--- config.mk ---
export PLATFORM = sky130hd
export DESIGN_NAME = sd_blkwr_engine
export DESIGN_NICKNAME = d
export VERILOG_FILES = /design/src/rtl/sdw_pkg.sv /design/src/rtl/sdw_spi_shift.sv /design/src/rtl/sdw_crc16.sv /design/src/rtl/sd_blkwr_engine.sv
export SDC_FILE = /design/constraint.sdc
export NUM_CORES = 1
export LEC_CHECK = 0
export BUFFER_PORTS_ARGS = -buffer_cell sky130_fd_sc_hd__buf_4
export CAP_MARGIN = 30
export CORE_UTILIZATION = 35
export DETAILED_ROUTE_END_ITERATION = 12
export GPL_ROUTABILITY_DRIVEN = 0
export SLEW_MARGIN = 10
export SYNTH_ARGS = -nofsm -noshare
export SYNTH_HDL_FRONTEND = slang
export SYNTH_HIERARCHICAL = 1
export SYNTH_SLANG_ARGS = --single-unit
--- constraint.sdc ---
create_clock -name clk -period 6 [get_ports clk]
set_input_delay 0.6 -clock clk [delete_from_list [all_inputs] [get_ports clk]]
set_output_delay 0.6 -clock clk [all_outputs]
set_load 0.02 [all_outputs]
--- src/rtl/sdw_pkg.sv ---
package sdw_pkg;

    typedef enum logic [3:0] {
        S_IDLE,
        S_FILL,
        S_TOKEN,
        S_DATA,
        S_CRC_HI,
        S_CRC_LO,
        S_RESP,
        S_BUSY,
        S_STOP_FILL,
        S_STOP_TOK,
        S_STOP_BUSY,
        S_DONE
    } sdw_state_t;

    typedef enum logic [1:0] {
        SDW_OK      = 2'd0,
        SDW_REJECT  = 2'd1,
        SDW_TIMEOUT = 2'd2
    } sdw_result_t;

    localparam logic [7:0] SDW_IDLE_BYTE = 8'hFF;
    localparam logic [7:0] SDW_TOK_ONE   = 8'hFE;
    localparam logic [7:0] SDW_TOK_MULTI = 8'hFC;
    localparam logic [7:0] SDW_TOK_STOP  = 8'hFD;
    localparam logic [4:0] SDW_ACCEPTED  = 5'h05;

endpackage

--- src/rtl/sdw_spi_shift.sv ---
// Mode-0 byte shifter: clock rests low, MOSI set while low, MISO taken on the rise.
module sdw_spi_shift #(
    parameter int HALF = 2
) (
    input  logic       clk,
    input  logic       rst_n,
    input  logic       go,
    input  logic [7:0] tx,
    input  logic       miso,
    output logic       sclk,
    output logic       mosi,
    output logic [7:0] rx,
    output logic       done,
    output logic       active
);
    localparam int CW = $clog2(HALF + 1);

    logic [CW-1:0] cnt;
    logic [2:0]    bitn;
    logic [7:0]    sh;

    always_ff @(posedge clk or negedge rst_n) begin
        if (!rst_n) begin
            cnt    <= '0;
            bitn   <= '0;
            sh     <= '0;
            rx     <= '0;
            sclk   <= 1'b0;
            mosi   <= 1'b1;
            done   <= 1'b0;
            active <= 1'b0;
        end else begin
            done <= 1'b0;
            if (!active) begin
                if (go) begin
                    active <= 1'b1;
                    sh     <= tx;
                    mosi   <= tx[7];
                    bitn   <= '0;
                    cnt    <= '0;
                    sclk   <= 1'b0;
                end
            end else if (cnt == CW'(HALF - 1)) begin
                cnt <= '0;
                if (!sclk) begin
                    sclk <= 1'b1;
                    rx   <= {rx[6:0], miso};
                end else begin
                    sclk <= 1'b0;
                    if (bitn == 3'd7) begin
                        active <= 1'b0;
                        done   <= 1'b1;
                        mosi   <= 1'b1;
                    end else begin
                        bitn <= bitn + 3'd1;
                        sh   <= {sh[6:0], 1'b0};
                        mosi <= sh[6];
                    end
                end
            end else begin
                cnt <= cnt + CW'(1);
            end
        end
    end

    assert_sclk_rest_R12: assert property (@(posedge clk) disable iff (!rst_n)
        !active |-> !sclk);

    assert_done_follows_byte_R2: assert property (@(posedge clk) disable iff (!rst_n)
        done |-> !active && !sclk);

endmodule

--- src/rtl/sdw_crc16.sv ---
// CRC-16, polynomial 0x1021, seeded with zero, fed MSB-first one byte at a time.
module sdw_crc16 (
    input  logic        clk,
    input  logic        rst_n,
    input  logic        clr,
    input  logic        en,
    input  logic [7:0]  din,
    output logic [15:0] crc
);
    function automatic logic [15:0] fold_byte(input logic [15:0] c, input logic [7:0] d);
        logic [15:0] r;
        r = c ^ {d, 8'h00};
        for (int i = 0; i < 8; i++) begin
            r = r[15] ? ({r[14:0], 1'b0} ^ 16'h1021) : {r[14:0], 1'b0};
        end
        return r;
    endfunction

    always_ff @(posedge clk or negedge rst_n) begin
        if (!rst_n) begin
            crc <= '0;
        end else if (clr) begin
            crc <= '0;
        end else if (en) begin
            crc <= fold_byte(crc, din);
        end
    end

    assert_crc_seed_R3: assert property (@(posedge clk) disable iff (!rst_n)
        clr |=> crc == 16'h0000);

endmodule

--- src/rtl/sd_blkwr_engine.sv ---
module sd_blkwr_engine
    import sdw_pkg::*;
#(
    parameter int CNT_W      = 8,
    parameter int SIZE_W     = 10,
    parameter int HALF       = 2,
    parameter int RESP_TRIES = 8,
    parameter int BUSY_POLLS = 64
) (
    input  logic              clk,
    input  logic              rst_n,
    input  logic              start,
    input  logic              multi,
    input  logic [CNT_W-1:0]  blk_count,
    input  logic [SIZE_W-1:0] blk_size,
    input  logic [7:0]        in_data,
    input  logic              in_valid,
    output logic              in_ready,
    output logic              spi_sclk,
    output logic              spi_mosi,
    input  logic              spi_miso,
    output logic              busy,
    output logic              done,
    output logic [1:0]        result
);
    localparam int RESP_W = $clog2(RESP_TRIES + 1);
    localparam int POLL_W = $clog2(BUSY_POLLS + 1);

    sdw_state_t        state, state_nx;
    sdw_result_t       result_q, result_nx;
    logic              sent;
    logic              multi_q;
    logic [CNT_W-1:0]  blk_left;
    logic [SIZE_W-1:0] size_q;
    logic [SIZE_W-1:0] byte_left;
    logic [RESP_W-1:0] resp_idx;
    logic [POLL_W-1:0] poll_idx;

    logic              sh_go, sh_done, sh_active;
    logic [7:0]        sh_tx, sh_rx;
    logic [15:0]       crc;
    logic              crc_clr, crc_en;

    logic              in_poll, tok_hit, tok_ok, last_try, poll_ready, poll_out;

    assign in_poll    = (state == S_BUSY) || (state == S_STOP_BUSY);
    assign tok_hit    = !sh_rx[4] && sh_rx[0];
    assign tok_ok     = sh_rx[4:0] == SDW_ACCEPTED;
    assign last_try   = resp_idx == RESP_W'(RESP_TRIES - 1);
    assign poll_ready = (poll_idx != '0) && (sh_rx == 8'hFF);
    assign poll_out   = poll_idx == POLL_W'(BUSY_POLLS - 1);

    sdw_spi_shift #(.HALF(HALF)) u_shift (
        .clk    (clk),
        .rst_n  (rst_n),
        .go     (sh_go),
        .tx     (sh_tx),
        .miso   (spi_miso),
        .sclk   (spi_sclk),
        .mosi   (spi_mosi),
        .rx     (sh_rx),
        .done   (sh_done),
        .active (sh_active)
    );

    sdw_crc16 u_crc (
        .clk   (clk),
        .rst_n (rst_n),
        .clr   (crc_clr),
        .en    (crc_en),
        .din   (in_data),
        .crc   (crc)
    );

    // State register
    always_ff @(posedge clk or negedge rst_n) begin
        if (!rst_n) begin
            state <= S_IDLE;
        end else begin
            state <= state_nx;
        end
    end

    // Next state and outcome
    always_comb begin
        state_nx  = state;
        result_nx = result_q;
        unique case (state)
            S_IDLE: begin
                if (start) begin
                    if (blk_count == '0) begin
                        state_nx  = S_DONE;
                        result_nx = SDW_OK;
                    end else begin
                        state_nx = S_FILL;
                    end
                end
            end
            S_FILL:      if (sh_done) state_nx = S_TOKEN;
            S_TOKEN:     if (sh_done) state_nx = (size_q == '0) ? S_CRC_HI : S_DATA;
            S_DATA:      if (sh_done && byte_left == SIZE_W'(1)) state_nx = S_CRC_HI;
            S_CRC_HI:    if (sh_done) state_nx = S_CRC_LO;
            S_CRC_LO:    if (sh_done) state_nx = S_RESP;
            S_RESP: begin
                if (sh_done && (tok_hit || last_try)) begin
                    if (tok_ok) begin
                        state_nx = S_BUSY;
                    end else begin
                        state_nx  = S_DONE;
                        result_nx = SDW_REJECT;
                    end
                end
            end
            S_BUSY: begin
                if (sh_done) begin
                    if (poll_ready) begin
                        if (blk_left == CNT_W'(1)) begin
                            if (multi_q) begin
                                state_nx = S_STOP_FILL;
                            end else begin
                                state_nx  = S_DONE;
                                result_nx = SDW_OK;
                            end
                        end else begin
                            state_nx = S_FILL;
                        end
                    end else if (poll_out) begin
                        state_nx  = S_DONE;
                        result_nx = SDW_TIMEOUT;
                    end
                end
            end
            S_STOP_FILL: if (sh_done) state_nx = S_STOP_TOK;
            S_STOP_TOK:  if (sh_done) state_nx = S_STOP_BUSY;
            S_STOP_BUSY: begin
                if (sh_done) begin
                    if (poll_ready) begin
                        state_nx  = S_DONE;
                        result_nx = SDW_OK;
                    end else if (poll_out) begin
                        state_nx  = S_DONE;
                        result_nx = SDW_TIMEOUT;
                    end
                end
            end
            S_DONE:      state_nx = S_IDLE;
            default:     state_nx = S_IDLE;
        endcase
    end

    // Outputs and byte issue
    always_comb begin
        sh_go    = 1'b0;
        sh_tx    = SDW_IDLE_BYTE;
        in_ready = 1'b0;
        crc_clr  = 1'b0;
        crc_en   = 1'b0;
        busy     = state != S_IDLE;
        done     = state == S_DONE;
        unique case (state)
            S_FILL: begin
                sh_go   = !sent;
                crc_clr = 1'b1;
            end
            S_TOKEN: begin
                sh_go = !sent;
                sh_tx = multi_q ? SDW_TOK_MULTI : SDW_TOK_ONE;
            end
            S_DATA: begin
                in_ready = !sent;
                sh_go    = !sent && in_valid;
                crc_en   = !sent && in_valid;
                sh_tx    = in_data;
            end
            S_CRC_HI: begin
                sh_go = !sent;
                sh_tx = crc[15:8];
            end
            S_CRC_LO: begin
                sh_go = !sent;
                sh_tx = crc[7:0];
            end
            S_STOP_TOK: begin
                sh_go = !sent;
                sh_tx = SDW_TOK_STOP;
            end
            S_RESP, S_BUSY, S_STOP_FILL, S_STOP_BUSY: begin
                sh_go = !sent;
            end
            default: begin
                sh_go = 1'b0;
            end
        endcase
    end

    assign result = result_q;

    // Counters and latched run settings
    always_ff @(posedge clk or negedge rst_n) begin
        if (!rst_n) begin
            sent      <= 1'b0;
            multi_q   <= 1'b0;
            blk_left  <= '0;
            size_q    <= '0;
            byte_left <= '0;
            resp_idx  <= '0;
            poll_idx  <= '0;
            result_q  <= SDW_OK;
        end else begin
            result_q <= result_nx;
            if (sh_go) begin
                sent <= 1'b1;
            end else if (sh_done) begin
                sent <= 1'b0;
            end
            if (state == S_IDLE && start) begin
                blk_left <= blk_count;
                size_q   <= blk_size;
                multi_q  <= multi;
            end
            if (state == S_TOKEN) begin
                byte_left <= size_q;
            end else if (state == S_DATA && sh_done) begin
                byte_left <= byte_left - SIZE_W'(1);
            end
            resp_idx <= (state == S_RESP) ? resp_idx + RESP_W'(sh_done) : '0;
            poll_idx <= in_poll ? poll_idx + POLL_W'(sh_done) : '0;
            if (state == S_BUSY && sh_done && poll_ready) begin
                blk_left <= blk_left - CNT_W'(1);
            end
        end
    end

    assert_ready_only_idle_shifter_R2: assert property (@(posedge clk) disable iff (!rst_n)
        in_ready |-> !sh_active);

    assert_stall_no_clock_R2: assert property (@(posedge clk) disable iff (!rst_n)
        (in_ready && !in_valid) |=> $stable(spi_sclk));

    assert_reject_after_read_R5: assert property (@(posedge clk) disable iff (!rst_n)
        (done && result == 2'd1) |-> resp_idx != '0);

    assert_timeout_window_R7: assert property (@(posedge clk) disable iff (!rst_n)
        (done && result == 2'd2) |-> poll_idx == POLL_W'(BUSY_POLLS));

    assert_stop_after_all_R8: assert property (@(posedge clk) disable iff (!rst_n)
        (state == S_STOP_TOK) |-> blk_left == '0);

    assert_done_single_R9: assert property (@(posedge clk) disable iff (!rst_n)
        done |=> !done && !busy);

    assert_idle_lines_R12: assert property (@(posedge clk) disable iff (!rst_n)
        !busy |-> spi_mosi && !spi_sclk && !in_ready);

endmodule

# --- Yosys cells after proc, flatten, opt, wreduce, memory -nomap -nowiden ---
# Cells that the tools add are included.
word_totals:
  output_inout_bits: 7
  in_bits: 32
  reg_bits: 87
  word_cells: 189
op_classes:
  n_reduce_logical: 31
  n_bitwise: 10
  addsub: 6
  mux: 87
  n_eq_ne: 37
ops:
  columns: ["op", "n"]
  rows:
  - ["13-bit two-way mux", 8]
  - ["4-bit two-way mux", 18]
  - ["4-bit one-hot mux with 11 select lines", 1]
  - ["7-bit two-way mux", 6]
  - ["8-bit one-hot mux with 5 select lines", 1]
  - ["16-bit two-way mux", 2]
  - ["2-bit two-way mux", 16]
  - ["3-bit NOT", 8]
  - ["1-bit two-way mux", 23]
  - ["4-bit by 3-bit == test with 1-bit output (second input constant)", 5]
  - ["10-bit two-way mux", 2]
  - ["3-bit two-way mux", 6]
  - ["2-bit by 1-bit != test with 1-bit output (second input constant)", 9]
  - ["4-bit == test (second input constant)", 4]
  - ["8-bit two-way mux", 2]
  - ["16-bit bitwise XOR", 1]
  - ["2-bit != test (second input constant)", 7]
  - ["11-bit AND reduction", 1]
  - ["10-bit by 1-bit == test with 1-bit output (second input constant)", 1]
  - ["10-bit zero test", 1]
  - ["2-bit nonzero test", 5]
  - ["10-bit by 1-bit subtractor with 10-bit output (second input constant)", 1]
  - ["1-bit logical AND", 9]
  - ["9-bit AND reduction", 1]
  - ["28 further kinds", 33]

# --- Logic depth before layout (Yosys ltp) ---
# Gate-level depths: netlist of the first run.
logic_depth:
  ltp_word: 19
  depth_mapped: 10
  ltp_nobuf: 8

# --- Modules after synthesis ---
# The synthesis of the first run kept the hierarchy.
modules_own_cells:
  columns: ["module", "area_per_inst_um2", "seq_area_each_um2", "n_inst", "cells_each"]
  rows:
  - ["sd_blkwr_engine", 2876.5, 1176.1, 1, 352]
  - ["sdw_spi_shift", 1141.1, 601.8, 1, 94]
  - ["sdw_crc16", 1043.5, 400.4, 1, 79]

# --- Worst setup path after synthesis of the first run ---
# Ideal clock, no wire load.
synth_timing:
  kind: "register to register"
  from: "register state[3]"
  to: "register u_crc.crc[4]"
  stages_incl_launch_ff: 9
  arrival_time_ns: 2.273
  required_ns: 5.906
  period_less_slack_ns: 2.367
  path_buffers: 3
  setup_time_ns: 0.094
  slack_ns: 3.633
  path_cell_list: "dfrtp_1 or2_1 buf_6 nor3_1 and2_1 clkbuf_1 buf_1 nor2_1 a211oi_1"
synth_between:
  elab_chain_cells: 3
  word_cells_on_any_way: 6
  cone_classes: "eq/ne: 2; mux: 3; reduce/logical: 1"
synth_rtl:
  columns: ["element", "line_no", "text"]
  rows:
  - ["start, declared", "sd_blkwr_engine.sv:29", "sdw_state_t state, state_nx;"]
  - ["start signal, assigned", "sd_blkwr_engine.sv:80", "state <= state_nx;"]
  - ["4-bit by 2-bit == test with 1-bit output", "sd_blkwr_engine.sv:160", "unique case (state)"]
  - ["1-bit two-way mux", "sd_blkwr_engine.sv:160", null]
  - ["via crc_en", "sd_blkwr_engine.sv:42", "logic crc_clr, crc_en;"]
  - ["2-bit nonzero test (no source line)", null, null]
  - ["end signal, assigned", "sdw_crc16.sv:25", "crc <= fold_byte(crc, din);"]
  - ["end, declared", "sdw_crc16.sv:8", "output logic [15:0] crc"]
# The timed path passes the listed nets, and every way through them passes these cells.
# A chain may end at the register's enable or synchronous reset.

# --- Final worst setup path of the first run ---
layout_timing:
  from: "register state[2]"
  to: "register u_shift.mosi"
layout_between:
  elab_chain_cells: 5
  word_cells_on_any_way: 17
  cone_classes: "eq/ne: 10; mux: 4; reduce/logical: 3"
layout_rtl:
  columns: ["element", "line_no", "text"]
  rows:
  - ["4-bit by 3-bit == test with 1-bit output (tied with other cells)", "sd_blkwr_engine.sv:160", null]
  - ["9-bit OR reduction (no source line)", null, null]
  - ["1-bit one-hot mux with 2 select lines *", "sd_blkwr_engine.sv:160", null]
  - ["via sh_go", "sd_blkwr_engine.sv:39", "logic sh_go, sh_done, sh_active;"]
  - ["2-bit nonzero test (no source line) *", null, null]
  - ["3-bit AND reduction (no source line) *", null, null]
  - ["end signal, assigned", "sdw_spi_shift.sv:38", "mosi <= tx[7];"]
  - ["end signal, assigned", "sdw_spi_shift.sv:57", "mosi <= sh[6];"]
  - ["end, declared", "sdw_spi_shift.sv:11", "output logic mosi,"]
# Mark *: on every way through the listed nets, which the timed path passes. The rest lies on a longest branch. The select of a mux whose other input is x is not followed.

==> results.txt, run 1 <==
Among all stages on the critical path, the largest delay is contributed by dfrtp_1. The final count of negative-setup-slack endpoints came out at 0. The average routed wire per standard cell came out at 15.5 um. The floorplan step set the die width to between 100 and 150 um. The number of max-slew violations in the final report is 0.

The average cell area after synthesis came out at 9.64 um2. For this design, the CTS-stage hold fixing added 0 buffers. In this run the core area contains 43 standard-cell rows. The clock tree synthesis step divided the H-tree into 3 levels. The worst slew margin relative to its limit is between 50% and 60%. The number of standard cells after synthesis came out at 525.

Buffers placed on the I/O ports in this run total 38. The number of buffers created by CTS is 9. The final hold slack is about 0.21 ns.

The highest net fanout along the worst path is 20. Summed over all failing endpoints, the final setup total negative slack is 0 ns. The count of final hold-check violations came out at 0. The I/O pin count is 39. The number of antenna violations at the first check in global routing is 0. The nature of the critical path endpoint is a register. The net total in the final layout is between 500 and 600.

The critical path ends at u_shift/mosi. Yosys mapped a number of flops with a built-in enable equal to 0. The post-synthesis net count came out at about 570. The number of nets with antenna violations after detailed routing is 0.

The min-delay analysis places its worst path in the category in2async. The total power divided by cell area is 494 nW/um2. The run finished with clean final reports. dfrtp_1 takes more of the synthesized area than any other cell. The type of the worst setup path is reg2reg.

The slack of the worst reg-to-reg path came out at between 3 and 4 ns. The critical path runs through a total of 8 cells. Across the VDD grid, the largest voltage drop is between 0.1 and 0.15 mV. The area growth from synthesis to layout is 14.1%. The cell sitting at the root of the clock tree is a clkbuf_16.

The largest net degree at the start of global routing is 53. For the worst setup path, the data required time is 6.26 ns. The library cell used most frequently in the layout, excluding fill and tap cells, is dfrtp_1. The via count of the first global-routing pass came out at between 3000 and 4000.

The detailed router's first-iteration violation count came out at between 200 and 250. The post-route worst setup slack came out at 3.28 ns. The cell family contributing the most delay on the critical path is simple AND/OR/NAND/NOR gates. The synthesized-area fraction occupied by ao, oa, aoi and oai cells is around 16%. The sequential share of the synthesized area came out at between 40% and 50%. The proportion of synthesized flip-flops having asynchronous set or reset came out at 100%. The detail-routed via count per cell is roughly 5.3.

The number of buffers and inverters on the critical path is 1. The post-route clock period utilization is a little under half. The number of detailed-routing iterations run before antenna repair is 4.

The startpoint type of the worst setup path is a register. The data arrival time of the critical path is around 3.0 ns. The area of the core is between 10000 and 15000 um2. The share of synthesized cell area in full adder, half adder and majority cells came out at between 2 and 2.5%.

The final total power came out at 2.85 mW. The number of antenna repair diodes came out at 0. TritonCTS built the clock tree. The number of DRC violations after detailed routing came out at 0. The portion of synthesized cell area occupied by the leading cell type came out at 42.5%. The share of cell area taken by muxes after synthesis is under 10%. The leakage dissipation came out at between 2 and 3 nW. The share of post-route cells with drive strength above 1 is 16.5%.

The final critical path time including I/O delays and setup came out at approximately 2.7 ns. The die height came out at 122 um. The number of post-CTS setup repair buffers is 0.

The total number of clock tree sinks came out at 87. After synthesis, the largest family of logic cells by area is simple AND/OR/NAND/NOR gates. After clock tree synthesis, the clock-pin slew on the worst setup and hold paths is about 0.06 ns.

The detailed-placement wirelength estimate came out at between 8 and 9 mm. After Yosys synthesis, XOR and XNOR cells account for under 10% of the synthesized area. In this run the critical register-to-register path is launched from state[2]. The most used flip-flop cell after synthesis is dfrtp_1. The global-route usage over all layers came out at roughly 16%. In the layout the commonest cells are dfrtp_1, nand2_1, nor2_1. Once the clock tree was built, the resizer swapped 0 gates to a different size.

After synthesis, the netlist uses 70 different library cells. The leftover overflow at the end of global routing is 0. The first-pass GRT wire length came out at between 15 and 20 mm. Setup repair after global routing left no endpoint under its margin. The number of flip-flops and latches in the synthesized netlist came out at 87. The worst register-to-register path ends at u_shift/mosi. The clock insertion delay at the later pin of the skew report is 0.35 ns. The worst register-to-register path has a depth of 8. The actual transition at the worst max-transition pin came out at between 0.7 and 0.8 ns.

The worst clock skew came out at 0.0107 ns. The pre-CTS setup slack came out at roughly 3.2 ns. The number of warnings reported in the yosys synthesis log is 6. After synthesis, the cell types taking the most area are dfrtp_1, nand2_1, nor2_1, xnor3_1, a21oi_1.

The highest achievable clock rate is approximately 0.37 GHz. The initial core utilization came out at 36.2%. The source of the critical timing path is state[2]. The netlist area before placement is roughly 5100 um2.

The final layout contains routed wiring with a total length of about 11 mm. Across all layers, the routed design uses approximately 4000 vias. The maximum number of buffers from clock root to sink came out at 2. The simple-gate share of the synthesized area is 22.3%. In this design, the critical path's most frequently occurring cell is nor3_1.

The delay contributed by the slowest stage of the critical path came out at 0.68 ns. Walking the worst path, the cells encountered are or2_1 > nor3_1 > inv_1 > nand2_1 > nor3_1 > nor2b_1 > a211oi_1 > nor3_1. The full die area came out at approximately 15000 um2. The count of max-cap constraint violations is 0.
[cell families (layout without fill, tap and decap cells)]
| kind of cell | Yosys count | count (layout) |
|---|---|---|
| compound gates | 116 | 116 |
| xor+xnor | 32 | 32 |
| fa+ha+maj | 10 | 10 |
| buf+inv | 37 | 69 |
| flops | 87 | 87 |
| mux | 15 | 15 |
| simple gates | 228 | 228 |
[cell type report]
cell class | instances | area (um2)
Fill cell | 1378 | 8210
Multi-Input combinational cell | 401 | 2720
Sequential cell | 87 | 2180
Timing Repair Buffer | 41 | 315
Clock buffer | 10 | 229
Tap cell | 180 | 225
Clock inverter | 6 | 68.8
Inverter | 12 | 45.0
[worst register-to-register path, stage by stage (launching register included)]
cell and delay (ns):
dfrtp_1 0.68, or2_1 0.30, nor3_1 0.11, inv_1 0.18, nand2_1 0.07, nor3_1 0.37
nor2b_1 0.62, a211oi_1 0.12, nor3_1 0.20
[synthesized netlist by cell type, drive strengths merged, types with 6 or more instances]
| master | instances |
|---|---|
| a21oi | 28 |
| dfrtp | 86 |
| clkbuf | 13 |
| a211oi | 10 |
| o211ai | 9 |
| nor4 | 6 |
| o32ai | 7 |
| or3 | 7 |
| nor2 | 57 |
| o22ai | 12 |
| xnor3 | 7 |
| and2 | 6 |
| buf | 12 |
| nor3 | 15 |
| nand3 | 13 |
| mux2 | 10 |
| xnor2 | 16 |
| nand2b | 14 |
| nand2 | 80 |
| o21ai | 24 |
| ha | 10 |
| or2 | 6 |
| inv | 12 |
[per-layer routing]
layer	vias to the layer above	GRT usage, %	wire length, um	share of wire [%]
li1	1934	-	-	-
met1	1906	22.2	5370	47
met2	77	26.2	5500	48
met3	13	2.42	363	3.2
met4	0	7.32	185	1.6
met5	-	0	0	0
[sequential cells by signal, indices dropped and copies added (netlist names), 2 cells and up]
signal / cells
size_q: 10
state: 4
u_crc/crc: 16
blk_left: 8
u_shift/sh: 7
u_shift/bitn: 3
u_shift/rx: 8
resp_idx: 4
u_shift/cnt: 2
byte_left: 10
result: 2
poll_idx: 7
[power by group]
part	internal, mW	leakage, nW	switching (mW)
combinational	0.607	1.28	0.620
sequential	0.806	1.11	0.259
clock	0.325	0.143	0.237
[worst min-delay path by stage]
stage / slack [ns] / cells after the start / end
3_5_place_dp: 0.49 / 1 / byte_left[9]
2_1_floorplan: 0.30 / 0 / blk_left[0]
3_3_place_gp: 0.47 / 1 / blk_left[6]
4_1_cts: 0.23 / 1 / u_shift/bitn[2]
6_report: 0.21 / 1 / u_shift/bitn[2]
5_1_grt: 0.25 / 1 / u_shift/bitn[2]
[stage by stage]
stage	instances	cell area (um2)	utilization [%]
2_1_floorplan	525	5060	-
3_3_place_gp	720	5460	39.1
3_5_place_dp	720	5460	39.1
4_1_cts	736	5760	41.2
5_1_grt	737	5780	41.3
6_report	737	5780	41.3
Power figures use the tool's default switching activity.
==> run 2, diff against run 1 <==
- ABC_AREA: unset -> 1
- clock period: 6 -> 2.3 ns (I/O delays scaled with it)
==> run 2 against run 1 <==
Against the previous run:
- maximum frequency up 40%
- global-route usage up 0.71 points
- largest power group unchanged
- clock-buffer cell count up 2
==> results.txt, run 2 <==
The x dimension of the die came out at 126 um (+2.9%). The flip-flop count of the largest register, all copies and words added came out at 16 (unchanged). The final design utilization came out at 41.8% (+0.50 points).

The detailed router's first-iteration violation count came out at 247 (+14%). The largest individual stage delay along the critical path comes from the cell dfrtp_1. The worst IR drop on VDD came out at 0.436 mV (+190%). The final count of negative-setup-slack endpoints was 0 (unchanged).

The endpoint identified for the worst register-to-register timing path is u_shift/bitn[2]. The layout overhead on the synthesized area is 15.1%. The register with the most flip-flops in the final layout is u_crc/crc. The critical path goes through nor2_1 > inv_1 > nor2_1 > o31ai_1 > nand2_1 > nand2_1 > nand2_4 > nand2_4 > nand2_2 > nand2_1 > nand2_1. The post-route clock period utilization came out at 84.2% (+39 points). The type of the worst setup path is reg2reg. The slack of the worst reg-to-reg path was 0.36 ns (-2.92 ns). The highest achievable clock rate is 0.516 GHz (+40%). The die height is 126 um (+2.9%). The number of flip-flops and latches in the synthesized netlist came out at 87 (unchanged).

The most used standard cell by instance count after synthesis is nand2_1. The clock tree from TritonCTS is yes. The number of placed cells counting well taps is 972 (+35%). The worst slew margin relative to its limit is 52.5% (+2.4 points).

The number of antenna violations at the first check in global routing is 0 (unchanged). The clock transition at the register clock pins on the worst setup and hold paths after CTS is 0.06 ns (about the same). The total power divided by cell area is 1140 nW/um2 (+130%). The proportion of synthesized flip-flops having asynchronous set or reset is 100% (unchanged). The total number of clock tree sinks is 87 (unchanged).

The post-route worst setup slack came out at 0.363 ns (-2.92 ns). The flow ran to the end, and the final reports show no timing, DRC or antenna violations. The final sum of negative setup slack is 0 ns (unchanged). The worst setup path is launched from a register. The overall routed net length came out at 12.7 mm (+11%). The final critical path time including I/O delays and setup is 1.94 ns (-0.782 ns). The average routed wire per standard cell is 12.8 um (-17%). The endpoint required time on the critical path came to 2.54 ns (-3.72 ns). Summed over all instances, the cell type with the most area after synthesis is dfrtp_1. In the post-synthesis netlist, the biggest area contributors are dfrtp_1, nand2_1, inv_1, nand3_1, nor2_1. The post-synthesis net count is 795 (+40%).

The unique cell type count in the Yosys netlist is 37 (-47%). The number of buffers created by CTS is 9 (unchanged). The flip-flop cell with the highest count after synthesis is dfrtp_1. Following the worst setup path forward leads to its endpoint at u_shift/bitn[2]. In the final layout, the registers with the most flip-flops are u_crc/crc x16, byte_left x10, size_q x10. The tightest min-delay check is of the in2reg type.

The netlist area before placement is 5360 um2 (+5.9%). The detailed-placement wirelength estimate came out at 9.27 mm (+13%). The average cell area after synthesis is 7.12 um2 (-26%). The total via count after detailed routing came out at 4730 (+20%). The internal cell power is 4.01 mW (+130%).

The worst setup path is captured at a register. The portion of synthesized cell area occupied by the leading cell type is 40.1% (-2.4 points). The via count of the first global-routing pass is 4597 (+16%). The share of post-route cells with drive strength above 1 is 15.3% (-1.2 points).

The switching power summed over all nets is 3.04 mW (+170%). The delay contributed by the slowest stage of the critical path came out at 0.49 ns (-0.19 ns). The part of the power in the clock network is 20.8% (+1.1 points). The worst clock skew came out at 0.00633 ns (-0.00432 ns). The leakage dissipation is 3.14 nW (+24%).

The largest net degree at the start of global routing came out at 52 (-1.9%). The cell that appears most often on the critical path is nand2_1. The length in cells of the worst reg-to-reg path came out at 11 (+3). The commonest cells after synthesis are nand2_1, dfrtp_1, inv_1. The count of final hold-check violations is 0 (unchanged). The number of standard-cell rows in the floorplan is 44 (+2.3%). The origin of the critical flop-to-flop path is state[1]. The number of warnings reported in the yosys synthesis log is 6 (unchanged). The H-tree level count came out at 3 (unchanged). Tracing the worst setup path back leads to its startpoint at state[1].

The library cell used most frequently in the layout, excluding fill and tap cells, is nand2_1. The library cells used most frequently in the layout, excluding fill and tap cells, are nand2_1, inv_1, dfrtp_1. The number of standard cells after synthesis is 753 (+43%).

The proportion of power drawn by combinational gates came out at 44.4% (+1.4 points). The detail-routed via count per cell is 4.78 (-10%). The full die area came out at 15800 um2 (+5.8%). The leftover overflow at the end of global routing came out at 0 (unchanged). The number of post-CTS setup repair buffers is 0 (unchanged). The number of DRC violations after detailed routing is 0 (unchanged).

The net total in the final layout was 842 (+42%). The number of nets with antenna violations after detailed routing is 0 (unchanged). The number of non-filler instances in the completed layout came to 989 (+34%). The portion of total power attributed to sequential cells was 34.9% (-2.4 points). The number of max-slew violations in the final report was 0 (unchanged). The number of antenna repair diodes is 0 (unchanged). The clock insertion delay at the later pin of the skew report came out at 0.35 ns (about the same). The number of detailed-routing iterations run before antenna repair came out at 5 (+1). The maximum number of buffers from clock root to sink is 2 (unchanged). The I/O pin count is 39 (unchanged). Setup repair after global routing left no endpoint under its margin. The pre-CTS setup slack came out at 0.141 ns (-3.06 ns). The data arrival time of the critical path came out at 2.18 ns (-0.80 ns). The root buffer cell chosen for the clock tree is clkbuf_16. The first-pass GRT wire length came out at 21.7 mm (+13%). The global-route usage over all layers is 17.2% (+0.71 points). The actual transition at the worst max-transition pin was 0.713 ns (-0.0332 ns). The sequential share of the synthesized area came out at 40.6% (-2.4 points). The area of the core is 14800 um2 (+5.5%).

The initial core utilization is 36.3% (+0.15 points). The highest net fanout along the worst path came to 14 (-30%). The count of input and output buffers came to 38 (unchanged). The count of max-cap constraint violations is 0 (unchanged). The number of synthesized flops with an enable pin is 0 (unchanged). The switching power share of the total came to 43.2% (+4.1 points).
## run 2: cell types whose count changed in the layout (fill, tap and decap cells not counted), sizes merged, moves of 10 or more
| cell | before | now |
|---|---|---|
| o21ai | 24 | 43 |
| nor2 | 57 | 71 |
| xnor2 | 16 | 3 |
| nand3 | 13 | 59 |
| nand2b | 14 | 0 |
| inv | 13 | 98 |
| a211oi | 10 | 0 |
| a21oi | 28 | 13 |
| nand2 | 80 | 298 |
| mux2 | 10 | 0 |
## run 2: repair_timing
action,4_1_cts,5_1_grt
endpoints found under the setup margin,0,6
gates resized for setup,0,1
hold buffers,1,0
hold endpoints to repair,35,0
## run 2: metal layers
layer  part of all wire [%]  wire length [um]  vias up  track usage [%]
met1                     51              6480     2157             23.5
li1                       -                 -     2479                -
met5                      0                 0        -                0
met2                     44              5630       78             27.3
met4                    1.1               144        0             4.39
met3                    3.4               430       16             4.12
## run 2: kinds of logic after synthesis
logic type      share of synthesized area, %
fa+ha+maj                               2.33
simple gates                            36.6
buf+inv                                 8.68
xor+xnor                                2.29
compound gates                          9.48
flops                                   40.6
## run 2: critical path: cells and delay by family, from the launching register on
kind | cells | cell delay, ns
AND/OR/NAND/NOR | 9 | 0.97
flip-flops | 1 | 0.49
buffers and inverters | 1 | 0.13
AO/OA/AOI/OAI | 1 | 0.25
## run 2: cell type report
class | count | area [um2]
fillers | 1562 | 8590
multi-input cells | 556 | 2720
flip-flops and latches | 87 | 2180
repair buffers | 48 | 375
inverters | 98 | 373
clock buffers | 12 | 246
well taps | 184 | 230
clock inverters | 4 | 45.0
## run 2: worst min-delay path by stage
stage	start	endpoint	slack, ns	depth (start not counted)
floorplan	rst_n	blk_left[0]	-0.07	0
global placement	rst_n	u_crc/crc[12]	0.24	1
detailed placement	rst_n	u_crc/crc[12]	0.24	1
CTS	blk_size[9]	size_q[9]	0.07	3
global route	blk_size[3]	size_q[3]	0.1	3
finish	blk_size[9]	size_q[9]	0.09	3
## run 2: power groups by stage
stage,Clock [mW],Sequential (mW),Combinational (mW)
final,1.46,2.46,3.13
after global routing,1.57,2.53,3.58
after CTS,1.51,2.45,3.13
after detailed placement,0,2.47,3.12
after global placement,0,2.47,3.10
after floorplan,0,2.37,2.46
## run 2: stage by stage
stage,power (mW),area [um2],hold WS [ns]
6_report,7.05,6170,0.0851
3_5_place_dp,5.59,5860,0.243
5_1_grt,7.68,6170,0.0964
4_1_cts,7.10,6160,0.0725
3_3_place_gp,5.57,5860,0.245
2_1_floorplan,4.84,5360,-0.0656
==> run 3, diff against run 2 <==
- clock period: 2.3 -> 1.8 ns (I/O delays scaled with it)
==> run 3 against run 2 <==
Against the previous run:
- final area rose by 4.7%
- first-iteration DRC count is 43% higher
- power up 35%
- clock-buffer cell count grew 1
- cell count is 2.6% higher
- largest cell class unchanged
- worst setup slack worse by 0.22 ns
==> results.txt, run 3 (synthesis gave the netlist of run 2 again) <==
The average routed wire per standard cell is 12.7 um (-1.1%). The detailed router's first-iteration violation count was 353 (+43%). The switching power summed over all nets is 3.94 mW (+30%). The largest net degree at the start of global routing came out at 42 (-19%). The worst slew margin relative to its limit is 63.1% (+11 points). The first-pass GRT wire length is 22.5 mm (+3.7%). The count of final hold-check violations came out at 0 (unchanged). The number of cells traversed by the worst hold path came out at 3 (unchanged). The startpoint identified for the worst hold timing path is blk_size[4]. The total power divided by cell area came to 1470 nW/um2 (+29%).

The post-route clock period utilization is 91.9% (+7.7 points). The I/O pin count is 39 (unchanged). The internal cell power is 5.55 mW (+38%). The number of standard-cell rows in the floorplan came to 44 (unchanged). The x dimension of the die is 126 um (unchanged). The pre-CTS setup slack came out at 0.0274 ns (-0.114 ns).

The count of input and output buffers is 38 (unchanged). The met3 routing resource usage after global routing came to 3.82% (-0.30 points). The H-tree level count came out at 3 (unchanged). The setup path with the least slack is of type reg2reg. The global-route met1 utilization came out at 23.5% (+0.051 points). The layout overhead on the synthesized area came out at 20.4%. STA classifies the critical path startpoint as a register.

In the layout the commonest cells are nand2_1, inv_1, dfrtp_1. The post-route worst setup slack was 0.145 ns (-0.218 ns). Leaving out fill and tap cells, the most frequent cell in the layout is nand2_1. The switching power share of the total is 41.6% (-1.6 points). The maximum number of buffers from clock root to sink is 2 (unchanged). The largest registers in the layout are u_crc/crc x16, byte_left x10, size_q x10. The highest achievable clock rate is 0.604 GHz (+17%). The net total in the final layout was 868 (+3.1%).

The endpoint required time on the critical path is 2.08 ns (-0.46 ns). The final critical path time including I/O delays and setup came to 1.65 ns (-0.282 ns). The detailed-placement wirelength estimate is 9.69 mm (+4.5%). The number of buffers created by CTS was 9 (unchanged).

The number of nets with antenna violations after detailed routing came out at 0 (unchanged). The highest net fanout along the worst path is 8 (-6). STA classifies the critical path endpoint as a register. The die height came out at 126 um (unchanged). The part of the power in the clock network is 21.6% (+0.8 points). The min-delay analysis places its worst path in the category in2reg. The largest register by flop count is u_crc/crc. The number of detailed-routing iterations run before antenna repair came out at 5 (unchanged). Setup repair after global routing could not meet its margin everywhere. The actual transition at the worst max-transition pin is 0.554 ns (-0.159 ns). The clock insertion delay at the later pin of the skew report is 0.35 ns (about the same). The number of antenna violations at the first check in global routing is 0 (unchanged). The global-route usage over all layers is 17.8% (+0.58 points). The flip-flop count of the largest register, all copies and words added came to 16 (unchanged). The count of max-cap constraint violations came out at 0 (unchanged). The worst clock skew came out at 0.00800 ns (+0.00166 ns). The final hold slack is 0.0337 ns (-0.0515 ns).

The number of DRC violations after detailed routing came out at 0 (unchanged). The initial core utilization is 36.3% (unchanged). met2 is the most crowded layer. The number of antenna repair diodes was 0 (unchanged).

The flow ran to the end, and the final reports show no timing, DRC or antenna violations. The proportion of power drawn by combinational gates is 45.3% (+0.9 points). The clock tree from TritonCTS is yes. The leakage dissipation came out at 3.28 nW (+4.6%). The total number of clock tree sinks is 87 (unchanged).

The full die area is 15800 um2 (unchanged). The final sum of negative setup slack came out at 0 ns (unchanged). The length in cells of the worst reg-to-reg path came out at 9 (-2).

The final count of negative-setup-slack endpoints is 0 (unchanged). The instance area at placement came out at 6060 um2 (+3.3%). The source of the critical timing path is state[2]. The share of post-route cells with drive strength above 1 is 19.4% (+4.1 points). The final design utilization came to 43.8% (+2.0 points). The final design instance area without fill is 6450 um2 (+4.7%). The worst IR drop on VDD is 0.623 mV (+43%). The portion of total power attributed to sequential cells came out at 33.1% (-1.8 points). The startpoint identified for the worst register-to-register timing path is state[2]. The area of the core came out at 14800 um2 (unchanged). The total via count after detailed routing is 4812 (+1.7%). The detail-routed via count per cell came out at 4.74 (-0.87%). The fraction of met2 tracks used by global routing came out at 28.7% (+1.5 points). The via count of the first global-routing pass came out at 4732 (+2.9%). The data arrival time of the critical path was 1.94 ns (-0.24 ns). The leftover overflow at the end of global routing is 0 (unchanged).

The overall routed net length is 12.9 mm (+1.5%). The number of max-slew violations in the final report came to 0 (unchanged). In this run the clock root is driven by a clkbuf_16. The clock transition at the register clock pins on the worst setup and hold paths after CTS is 0.06 ns (about the same).
## run 3: power groups by stage
| stage | logic [mW] | clock network [mW] | registers, mW |
|---|---|---|---|
| floorplan | 3.15 | 0 | 3.03 |
| finish | 4.30 | 2.05 | 3.14 |
| detailed placement | 4.19 | 0 | 3.16 |
| global route | 4.95 | 2.18 | 3.24 |
| CTS | 4.22 | 2.10 | 3.13 |
| global placement | 4.18 | 0 | 3.16 |
## run 3: layout make-up
cell class	count	area [um2]
fill	1535	8300
multi-input combinational	556	2760
sequential	87	2180
timing repair buffer	74	583
inverter	98	373
clock buffer	13	260
tap	184	230
clock inverter	3	65.1
## run 3: final timing paths
check | end | slack, ns
setup / recovery | u_shift/sh[0] | 0.15
hold / removal | size_q[4] | 0.03
max in group asynchronous | size_q[4] | 0.87
min in group asynchronous | u_crc/crc[15] | 0.37
setup reg to reg | u_shift/sh[0] | 0.15
hold reg to reg | u_shift/mosi | 0.47
## run 3: repair_timing
action                     CTS  global route
hold buffers                 1             0
hold endpoints to repair    36             0
setup endpoints to repair    0            28
buffers inserted             0             2
resized for setup            0            15
## run 3: per-stage QoR
stage	power (mW)	std cells
floorplan	6.18	753
global placement	7.34	996
detailed placement	7.35	996
CTS	9.45	1013
global route	10.4	1015
finish	9.49	1015
## run 3: worst max-delay path: stages (launching register included)
cell and delay [ns]:
dfrtp_2 0.46, buf_4 0.16, o31ai_1 0.23, nand2_1 0.12, nand2_2 0.11, nand2_4 0.06
nand2_4 0.11, buf_4 0.17, nand3b_1 0.08, nand2_1 0.08
## run 3: metal layers
metal  vias up  share of wire, %
li1       2530                 -
met1      2203                50
met2        63                46
met3        16               3.0
met4         0               1.7
met5         -                 0
